[config.mk]
export PLATFORM = sky130hd
export DESIGN_NAME = nand_page_seq
export DESIGN_NICKNAME = d
export VERILOG_FILES = /design/src/rtl/nand_seq_pkg.sv /design/src/rtl/nand_addr_gen.sv /design/src/rtl/nand_bus_cycle.sv /design/src/rtl/nand_page_seq.sv
export SDC_FILE = /design/constraint.sdc
export NUM_CORES = 1
export LEC_CHECK = 0
export ABC_AREA = 1
export BUFFER_PORTS_ARGS = -buffer_cell sky130_fd_sc_hd__buf_4
export CAP_MARGIN = 20
export CORE_MARGIN = 10
export CORE_UTILIZATION = 60
export DETAILED_ROUTE_END_ITERATION = 10
export PLACE_DENSITY = 0.86
export REMOVE_ABC_BUFFERS = 1
export SYNTH_ARGS = -nofsm -noshare
export SYNTH_HDL_FRONTEND = slang
export SYNTH_SLANG_ARGS = --single-unit
[constraint.sdc]
create_clock -name clk_i -period 4.25 [get_ports clk_i]
set_input_delay 0.2125 -clock clk_i [delete_from_list [all_inputs] [get_ports clk_i]]
set_output_delay 0.2125 -clock clk_i [all_outputs]
set_load 0.005 [all_outputs]
[src/rtl/nand_seq_pkg.sv]
package nand_seq_pkg;

  typedef enum logic [1:0] {
    OP_READ  = 2'd0,
    OP_PROG  = 2'd1,
    OP_ERASE = 2'd2
  } op_e;

  typedef enum logic [1:0] {
    RES_OK      = 2'd0,
    RES_FAIL    = 2'd1,
    RES_TIMEOUT = 2'd2
  } res_e;

  typedef enum logic [1:0] {
    BUS_CMD,
    BUS_ADR,
    BUS_WR,
    BUS_RD
  } bus_e;

  localparam logic [7:0] CMD_RD_SETUP  = 8'h00;
  localparam logic [7:0] CMD_RD_GO     = 8'h30;
  localparam logic [7:0] CMD_PG_SETUP  = 8'h80;
  localparam logic [7:0] CMD_PG_GO     = 8'h10;
  localparam logic [7:0] CMD_ER_SETUP  = 8'h60;
  localparam logic [7:0] CMD_ER_GO     = 8'h D0;
  localparam logic [7:0] CMD_STATUS    = 8'h70;

  localparam int STAT_RDY_BIT  = 6;
  localparam int STAT_FAIL_BIT = 0;

  function automatic logic [7:0] setup_cmd(op_e op);
    case (op)
      OP_PROG:  return CMD_PG_SETUP;
      OP_ERASE: return CMD_ER_SETUP;
      default:  return CMD_RD_SETUP;
    endcase
  endfunction

  function automatic logic [7:0] go_cmd(op_e op);
    case (op)
      OP_PROG:  return CMD_PG_GO;
      OP_ERASE: return CMD_ER_GO;
      default:  return CMD_RD_GO;
    endcase
  endfunction

endpackage

[src/rtl/nand_addr_gen.sv]
module nand_addr_gen #(
  parameter int BLK_W       = 11,
  parameter int PG_W        = 6,
  parameter int BLOCK_SHIFT = 17,
  parameter int PAGE_SHIFT  = 11
) (
  input  logic             clk_i,
  input  logic             rst_ni,
  input  logic             load_i,
  input  logic [BLK_W-1:0] block_i,
  input  logic [PG_W-1:0]  page_i,
  input  logic [2:0]       idx_i,
  input  logic             erase_i,
  output logic [7:0]       cyc_o,
  output logic             last_o
);
  localparam int AW = BLOCK_SHIFT + BLK_W;
  // row cycles of an erase reach bit 34
  localparam int XW = (AW > 35) ? AW : 35;

  logic [XW-1:0] addr_q;

  always_ff @(posedge clk_i or negedge rst_ni) begin
    if (!rst_ni) addr_q <= '0;
    else if (load_i)
      addr_q <= (XW'(block_i) << BLOCK_SHIFT) + (XW'(page_i) << PAGE_SHIFT);
  end

  always_comb begin
    if (erase_i) begin
      case (idx_i)
        3'd0:    cyc_o = addr_q[18:11];
        3'd1:    cyc_o = addr_q[26:19];
        default: cyc_o = addr_q[34:27];
      endcase
    end else begin
      case (idx_i)
        3'd0:    cyc_o = addr_q[7:0];
        3'd1:    cyc_o = {5'b0, addr_q[10:8]};
        3'd2:    cyc_o = addr_q[18:11];
        3'd3:    cyc_o = addr_q[26:19];
        default: cyc_o = {7'b0, addr_q[27]};
      endcase
    end
  end

  assign last_o = erase_i ? (idx_i == 3'd2) : (idx_i == 3'd4);

endmodule

[src/rtl/nand_bus_cycle.sv]
module nand_bus_cycle
  import nand_seq_pkg::*;
#(
  parameter int STB_LO = 2,
  parameter int STB_HI = 2
) (
  input  logic        clk_i,
  input  logic        rst_ni,
  input  logic        req_i,
  input  bus_e        kind_i,
  input  logic [15:0] data_i,
  output logic        ack_o,
  output logic [15:0] rdata_o,
  output logic        cle_o,
  output logic        ale_o,
  output logic        we_no,
  output logic        re_no,
  output logic [15:0] dq_o,
  output logic        dq_oe_o,
  input  logic [15:0] dq_i
);
  localparam int MAXC = (STB_LO > STB_HI) ? STB_LO : STB_HI;
  localparam int CW   = (MAXC > 1) ? $clog2(MAXC) : 1;

  typedef enum logic [1:0] {BC_IDLE, BC_LOW, BC_HIGH} bc_e;

  bc_e         st_q;
  logic [CW-1:0] cnt_q;
  bus_e        kind_q;
  logic [15:0] data_q;
  logic [15:0] rdata_q;

  always_ff @(posedge clk_i or negedge rst_ni) begin
    if (!rst_ni) begin
      st_q    <= BC_IDLE;
      cnt_q   <= '0;
      kind_q  <= BUS_CMD;
      data_q  <= '0;
      rdata_q <= '0;
    end else begin
      case (st_q)
        BC_IDLE: if (req_i) begin
          st_q   <= BC_LOW;
          cnt_q  <= CW'(STB_LO - 1);
          kind_q <= kind_i;
          data_q <= data_i;
        end
        BC_LOW: if (cnt_q == '0) begin
          st_q  <= BC_HIGH;
          cnt_q <= CW'(STB_HI - 1);
          if (kind_q == BUS_RD) rdata_q <= dq_i;  // sample at strobe rise
        end else cnt_q <= cnt_q - 1'b1;
        BC_HIGH: if (cnt_q == '0) st_q <= BC_IDLE;
                 else cnt_q <= cnt_q - 1'b1;
        default: st_q <= BC_IDLE;
      endcase
    end
  end

  logic active;
  assign active  = (st_q != BC_IDLE);
  assign ack_o   = (st_q == BC_HIGH) && (cnt_q == '0);
  assign rdata_o = rdata_q;
  assign cle_o   = active && (kind_q == BUS_CMD);
  assign ale_o   = active && (kind_q == BUS_ADR);
  assign we_no   = !((st_q == BC_LOW) && (kind_q != BUS_RD));
  assign re_no   = !((st_q == BC_LOW) && (kind_q == BUS_RD));
  assign dq_o    = data_q;
  assign dq_oe_o = active && (kind_q != BUS_RD);

endmodule

[src/rtl/nand_page_seq.sv]
module nand_page_seq
  import nand_seq_pkg::*;
#(
  parameter int BLK_W       = 11,
  parameter int PG_W        = 6,
  parameter int BLOCK_SHIFT = 17,
  parameter int PAGE_SHIFT  = 11,
  parameter int MAIN_WORDS  = 1024,
  parameter int SPARE_WORDS = 32,
  parameter int MAX_RETRY   = 4096,
  parameter int STB_LO      = 2,
  parameter int STB_HI      = 2,
  parameter int SETTLE_CYC  = 4,
  localparam int TOTAL      = MAIN_WORDS + SPARE_WORDS,
  localparam int BUF_AW     = $clog2(TOTAL)
) (
  input  logic              clk_i,
  input  logic              rst_ni,
  input  logic              start_i,
  input  logic [1:0]        op_i,
  input  logic [BLK_W-1:0]  block_i,
  input  logic [PG_W-1:0]   page_i,
  output logic              busy_o,
  output logic              done_o,
  output logic [1:0]        result_o,
  output logic [BUF_AW-1:0] buf_addr_o,
  output logic              buf_we_o,
  output logic [15:0]       buf_wdata_o,
  input  logic [15:0]       buf_rdata_i,
  output logic              nand_cle_o,
  output logic              nand_ale_o,
  output logic              nand_we_no,
  output logic              nand_re_no,
  output logic [15:0]       nand_dq_o,
  output logic              nand_dq_oe_o,
  input  logic [15:0]       nand_dq_i
);
  localparam int WORD_W = $clog2(TOTAL + 1);
  localparam int RW     = (MAX_RETRY > 1) ? $clog2(MAX_RETRY) : 1;
  localparam int SW     = (SETTLE_CYC > 1) ? $clog2(SETTLE_CYC) : 1;

  typedef enum logic [3:0] {
    S_IDLE, S_CMD, S_ADR, S_DAT, S_SETTLE, S_CONF,
    S_STCMD, S_STRD, S_RECMD, S_DONE
  } seq_e;

  seq_e              state_q;
  op_e               op_q;
  res_e              res_q;
  logic [2:0]        idx_q;
  logic [WORD_W-1:0] word_q;
  logic [RW-1:0]     retry_q;
  logic [SW-1:0]     settle_q;

  logic        accept;
  logic        bus_req, bus_ack;
  bus_e        bus_kind;
  logic [15:0] bus_data, bus_rdata;
  logic [7:0]  ag_cyc;
  logic        ag_last;

  assign accept = (state_q == S_IDLE) && start_i && (op_i != 2'b11);

  nand_addr_gen #(
    .BLK_W(BLK_W), .PG_W(PG_W),
    .BLOCK_SHIFT(BLOCK_SHIFT), .PAGE_SHIFT(PAGE_SHIFT)
  ) u_addr (
    .clk_i   (clk_i),
    .rst_ni  (rst_ni),
    .load_i  (accept),
    .block_i (block_i),
    .page_i  (page_i),
    .idx_i   (idx_q),
    .erase_i (op_q == OP_ERASE),
    .cyc_o   (ag_cyc),
    .last_o  (ag_last)
  );

  nand_bus_cycle #(.STB_LO(STB_LO), .STB_HI(STB_HI)) u_bus (
    .clk_i   (clk_i),
    .rst_ni  (rst_ni),
    .req_i   (bus_req),
    .kind_i  (bus_kind),
    .data_i  (bus_data),
    .ack_o   (bus_ack),
    .rdata_o (bus_rdata),
    .cle_o   (nand_cle_o),
    .ale_o   (nand_ale_o),
    .we_no   (nand_we_no),
    .re_no   (nand_re_no),
    .dq_o    (nand_dq_o),
    .dq_oe_o (nand_dq_oe_o),
    .dq_i    (nand_dq_i)
  );

  always_comb begin
    bus_req  = 1'b0;
    bus_kind = BUS_CMD;
    bus_data = '0;
    case (state_q)
      S_CMD:   begin bus_req = 1'b1; bus_data = {8'h00, setup_cmd(op_q)}; end
      S_ADR:   begin bus_req = 1'b1; bus_kind = BUS_ADR; bus_data = {8'h00, ag_cyc}; end
      S_DAT:   begin
        bus_req  = 1'b1;
        bus_kind = (op_q == OP_PROG) ? BUS_WR : BUS_RD;
        bus_data = buf_rdata_i;
      end
      S_CONF:  begin bus_req = 1'b1; bus_data = {8'h00, go_cmd(op_q)}; end
      S_STCMD: begin bus_req = 1'b1; bus_data = {8'h00, CMD_STATUS}; end
      S_STRD:  begin bus_req = 1'b1; bus_kind = BUS_RD; end
      S_RECMD: begin bus_req = 1'b1; bus_data = {8'h00, CMD_RD_SETUP}; end
      default: ;
    endcase
  end

  always_ff @(posedge clk_i or negedge rst_ni) begin
    if (!rst_ni) begin
      state_q  <= S_IDLE;
      op_q     <= OP_READ;
      res_q    <= RES_OK;
      idx_q    <= '0;
      word_q   <= '0;
      retry_q  <= '0;
      settle_q <= '0;
    end else begin
      case (state_q)
        S_IDLE: if (accept) begin
          op_q    <= op_e'(op_i);
          idx_q   <= '0;
          word_q  <= '0;
          retry_q <= '0;
          state_q <= S_CMD;
        end
        S_CMD: if (bus_ack) state_q <= S_ADR;
        S_ADR: if (bus_ack) begin
          if (ag_last) state_q <= (op_q == OP_PROG) ? S_DAT : S_CONF;
          else idx_q <= idx_q + 3'd1;
        end
        S_DAT: if (bus_ack) begin
          word_q <= word_q + 1'b1;
          if (op_q == OP_PROG && SETTLE_CYC > 0) begin
            settle_q <= SW'(SETTLE_CYC - 1);
            state_q  <= S_SETTLE;
          end else if (word_q == WORD_W'(TOTAL - 1)) begin
            if (op_q == OP_PROG) state_q <= S_CONF;
            else begin
              res_q   <= RES_OK;
              state_q <= S_DONE;
            end
          end
        end
        S_SETTLE: begin
          if (settle_q == '0)
            state_q <= (word_q == WORD_W'(TOTAL)) ? S_CONF : S_DAT;
          else settle_q <= settle_q - 1'b1;
        end
        S_CONF:  if (bus_ack) state_q <= S_STCMD;
        S_STCMD: if (bus_ack) state_q <= S_STRD;
        S_STRD: if (bus_ack) begin
          if (bus_rdata[STAT_RDY_BIT]) begin
            if (op_q == OP_READ) state_q <= S_RECMD;
            else begin
              res_q   <= bus_rdata[STAT_FAIL_BIT] ? RES_FAIL : RES_OK;
              state_q <= S_DONE;
            end
          end else if (retry_q == RW'(MAX_RETRY - 1)) begin
            res_q   <= RES_TIMEOUT;
            state_q <= S_DONE;
          end else begin
            retry_q <= retry_q + 1'b1;
            state_q <= S_STCMD;
          end
        end
        S_RECMD: if (bus_ack) state_q <= S_DAT;
        S_DONE:  state_q <= S_IDLE;
        default: state_q <= S_IDLE;
      endcase
    end
  end

  assign busy_o      = (state_q != S_IDLE);
  assign done_o      = (state_q == S_DONE);
  assign result_o    = res_q;
  assign buf_addr_o  = word_q[BUF_AW-1:0];
  assign buf_we_o    = (state_q == S_DAT) && (op_q == OP_READ) && bus_ack;
  assign buf_wdata_o = bus_rdata;

endmodule

==> impl_results.md <==
- Outcome: finished, final reports clean
- Initial Utilization: 0.6189
- Clock slew at reported path FFs: 0.10 ns
- Max_cap viols: 0
- Highest Clock Rate: 419.0 MHz
- Leakage power: 3.131 nW
- Worst slew pin tran: about 0.72 ns
- Worst Path Arrival: 2.17 ns
- CP Data Required Time: 4.04 ns
- Skew-Pair Late Insertion Delay: 0.38 ns
- Worst Path Buf+Inv: 2
- Worst Reg-to-Reg Cells: 8
- Period utilisation layout: 0.5616
- Total grt overflow: 0
- Remaining antenna violation count: 0
- Post_cts resized: 0
- Register area share after synthesis: 0.4406
- Launching point of the worst reg2reg path: state_q[3]
- Crit path largest cell delay: 0.56 ns
- Final nets: 825
- Number of global-route vias before repair: 4871
- Drc violations: 0
- Placer Congestion: just under 1
- Share of cells above drive strength 1: 0.2372
- Maximum number of pins on one net before global-route repair: 51
- Drt wl/cell: 16.32 um
- Avg Vias per Cell: between 5 and 6
- Final hold violation count: 0
- Core Util, Final: 0.7517
- Logic pwr share: 0.473
- Crit path max-delay family: simple AND/OR/NAND/NOR gates
- Top cell type's share of synthesized area: 0.4406
- Crit-path cells: inv_2 -> nand2_2 -> nor2_4 -> nand2_1 -> nor2_1 -> buf_4
- CP Capture Type: output port
- Final instance area: 6207 um2
- Total Routing Usage GR: 0.2191
- # hold bufs at CTS: 1
- Placed insts: 850
- Clock buffer depth: 2
- Fin cells: 868
- Final min period: 2.387 ns
- Clock skew: 0.01052 ns
- Placed cell areas: 5958 um2
- CTS HTree Levels: 3
- Avg Cell Area, Syn: 7.839 um2
- Cell Rows: 33
- Register share of total power: 0.352
- Synth-to-layout area growth: 21.44%
- Max FO, Critical Path: 30
- Unrepaired setup endpoints after global routing: no
- Cell variety after synth: 33
- Routed via count: 4855
- CP Launch Type: flop
- 1st-iter DRT viols: 315
- Worst rel slew slack: 0.5216
- Min-delay src: page_i[4]
- # diodes: 0
- Post-CTS Setup Inserts: 0
- Switch share: 0.4356
- Global-route wire length before repair: between 20 and 25 mm
- Ranking of synthesized cells by area: dfrtp_1 44%, nand2_1 16%, mux2_2 6.2%, nand3_1 5.5%, inv_1 4.3%
- Clock Power Share: 0.176
- Syn Std Cell Area: 5111 um2
- #FFs+latches synth: 90
- CTS buffer count: 9
- Synthesis warning total: 0
- Setup violators final: 0
- Slowest stage cell, crit path: nor2_4
- Internal: 2.217 mW
- WHS Endpoint: u_addr.addr_q[15]
- Crit path kind: reg2out
- Detailed-route wire length: roughly 14 mm
- WP depth: 6
- DIE WIDTH: 112.3 um
- Sink Count: 90
- Total die area: around 13000 um2
- CTS tree: built
- Post-synth top area cell: dfrtp_1
- Flop2flop setup slack: 1.98 ns
- Maximum vdd drop: slightly below 0.0004 V
- Initial antenna violation count: 0
- Hold Path Class: in2reg
- Net Switching: approximately 1.7 mW
- Power per cell area: 632.7 nW/um2
- Die height: about 110 um
- Post-Syn Instances: 652
- Placed wire-length estimate: approximately 11 mm
- I/O Buffers: around 110
- Final setup TNS: 0 ns
- Root Buffer: clkbuf_8
- Core Box Area: 8258 um2
- First drt pass iteration count: 7
- Ports: roughly 110
- Reg2reg end: buf_addr_o[0]
- Final Max Slew Viols: 0
- Hold path cells: 3
synthesized netlist by cell type:
cell and number:
nand2_1 214, dfrtp_1 90, inv_1 58, nor2_1 57
nand3_1 56, mux2_2 28, nand4_1 20, o21ai_0 18
a21oi_1 16, o21ai_1 15, ha_1 13, nor2_4 7
xor2_1 6, nand2_2 5, nor3_1 5, a22oi_1 4
buf_2 4, buf_4 4, clkbuf_1 4, inv_2 4
nand2_4 3, nor2_2 3, or2_2 3, buf_6 2
nand3_2 2, o211ai_1 2, o21ai_2 2, xnor2_1 2
clkinv_1 1, nand3b_1 1, nor3b_1 1, o21bai_1 1
o31ai_1 1
worst min-delay path, delay by kind of cell:
| kind | cells | cell delay, ns |
|---|---|---|
| simple gates | 1 | 0.04 |
| compound gates | 1 | 0.06 |
| buf+inv | 1 | 0.07 |
through the flow:
| stage | hold WS, ns | power, mW | worst slack, ns |
|---|---|---|---|
| finish | 0.04076 | 3.927 | 1.863 |
| global route | 0.04558 | 4.217 | 1.757 |
| CTS | 0.05129 | 3.905 | 1.889 |
| detailed placement | 0.2276 | 3.208 | 2.004 |
| global placement | 0.2254 | 3.101 | 2.114 |
| floorplan | -0.08309 | 2.503 | 2.439 |
power by group through the flow:
stage,sequential [mW],clock [mW],combinational [mW]
finish,1.38,0.690,1.86
global route,1.42,0.736,2.06
CTS,1.37,0.691,1.84
detailed placement,1.39,0,1.82
global placement,1.37,0,1.74
floorplan,1.35,0,1.15
cell families (layout without fill, tap and decap cells):
kind of cell             after synthesis  after routing  synth area share
XOR/XNOR                               8              8           0.01371
flip-flops                            90             90            0.4406
multiplexers                          28             28           0.06169
adder cells (fa/ha/maj)               13             13           0.03182
buffers and inverters                 77            188           0.06340
AND/OR/NAND/NOR                      377            377            0.3256
AO/OA/AOI/OAI                         59             59           0.06316
routing by layer:
metal | vias up | global-route usage | wire length [um]
met4 | 0 | 0.07276 | 336
met1 | 2269 | 0.2537 | 5505
met5 | - | 0 | 0
met2 | 223 | 0.3808 | 7292
li1 | 2321 | - | -
met3 | 42 | 0.06177 | 1033
cell usage in the layout, fill, tap and decap left out, drive strengths merged, types with 2 or more instances in the layout:
master and count:
clkbuf 9, nand2 222, dfrtp 90, nor2 67, bufinv 2, buf 108, nand3 58, ha 13
nor3 5, a22oi 4, o21ai 35, or2 3, inv 66, nand4 20, mux2 28, xor2 6
xnor2 2, a21oi 16, o211ai 2
state kept, by name, indices dropped and copies added, names as in the netlist:
register and count:
u_bus.cnt_q 1, buf_addr_o 11, u_bus.dq_o 16, settle_q 2
u_bus.st_q 2, state_q 4, op_q 2, retry_q 12
u_bus.rdata_o 16, u_bus.kind_q 2, result_o 2, u_addr.addr_q 17
idx_q 3
worst max-delay path by stage:
| stage | start | to | slack [ns] |
|---|---|---|---|
| final | state_q[3] | buf_we_o | 1.86 |
| after global routing | state_q[3] | buf_we_o | 1.76 |
| after CTS | state_q[0] | buf_we_o | 1.89 |
| after detailed placement | state_q[0] | buf_addr_o[0] | 2.00 |
| after global placement | state_q[0] | buf_addr_o[0] | 2.11 |
| after floorplan | state_q[0] | buf_addr_o[0] | 2.44 |
area by class of cell:
class,count,area [um2]
Inverter,63,236.5
Timing Repair Buffer,109,820.8
Clock buffer,9,123.9
Fill cell,665,2051
Tap cell,105,131.4
Sequential cell,90,2252
Clock inverter,7,107.6
Multi-Input combinational cell,485,2535
No activity file was read; power rests on OpenSTA's default activity.
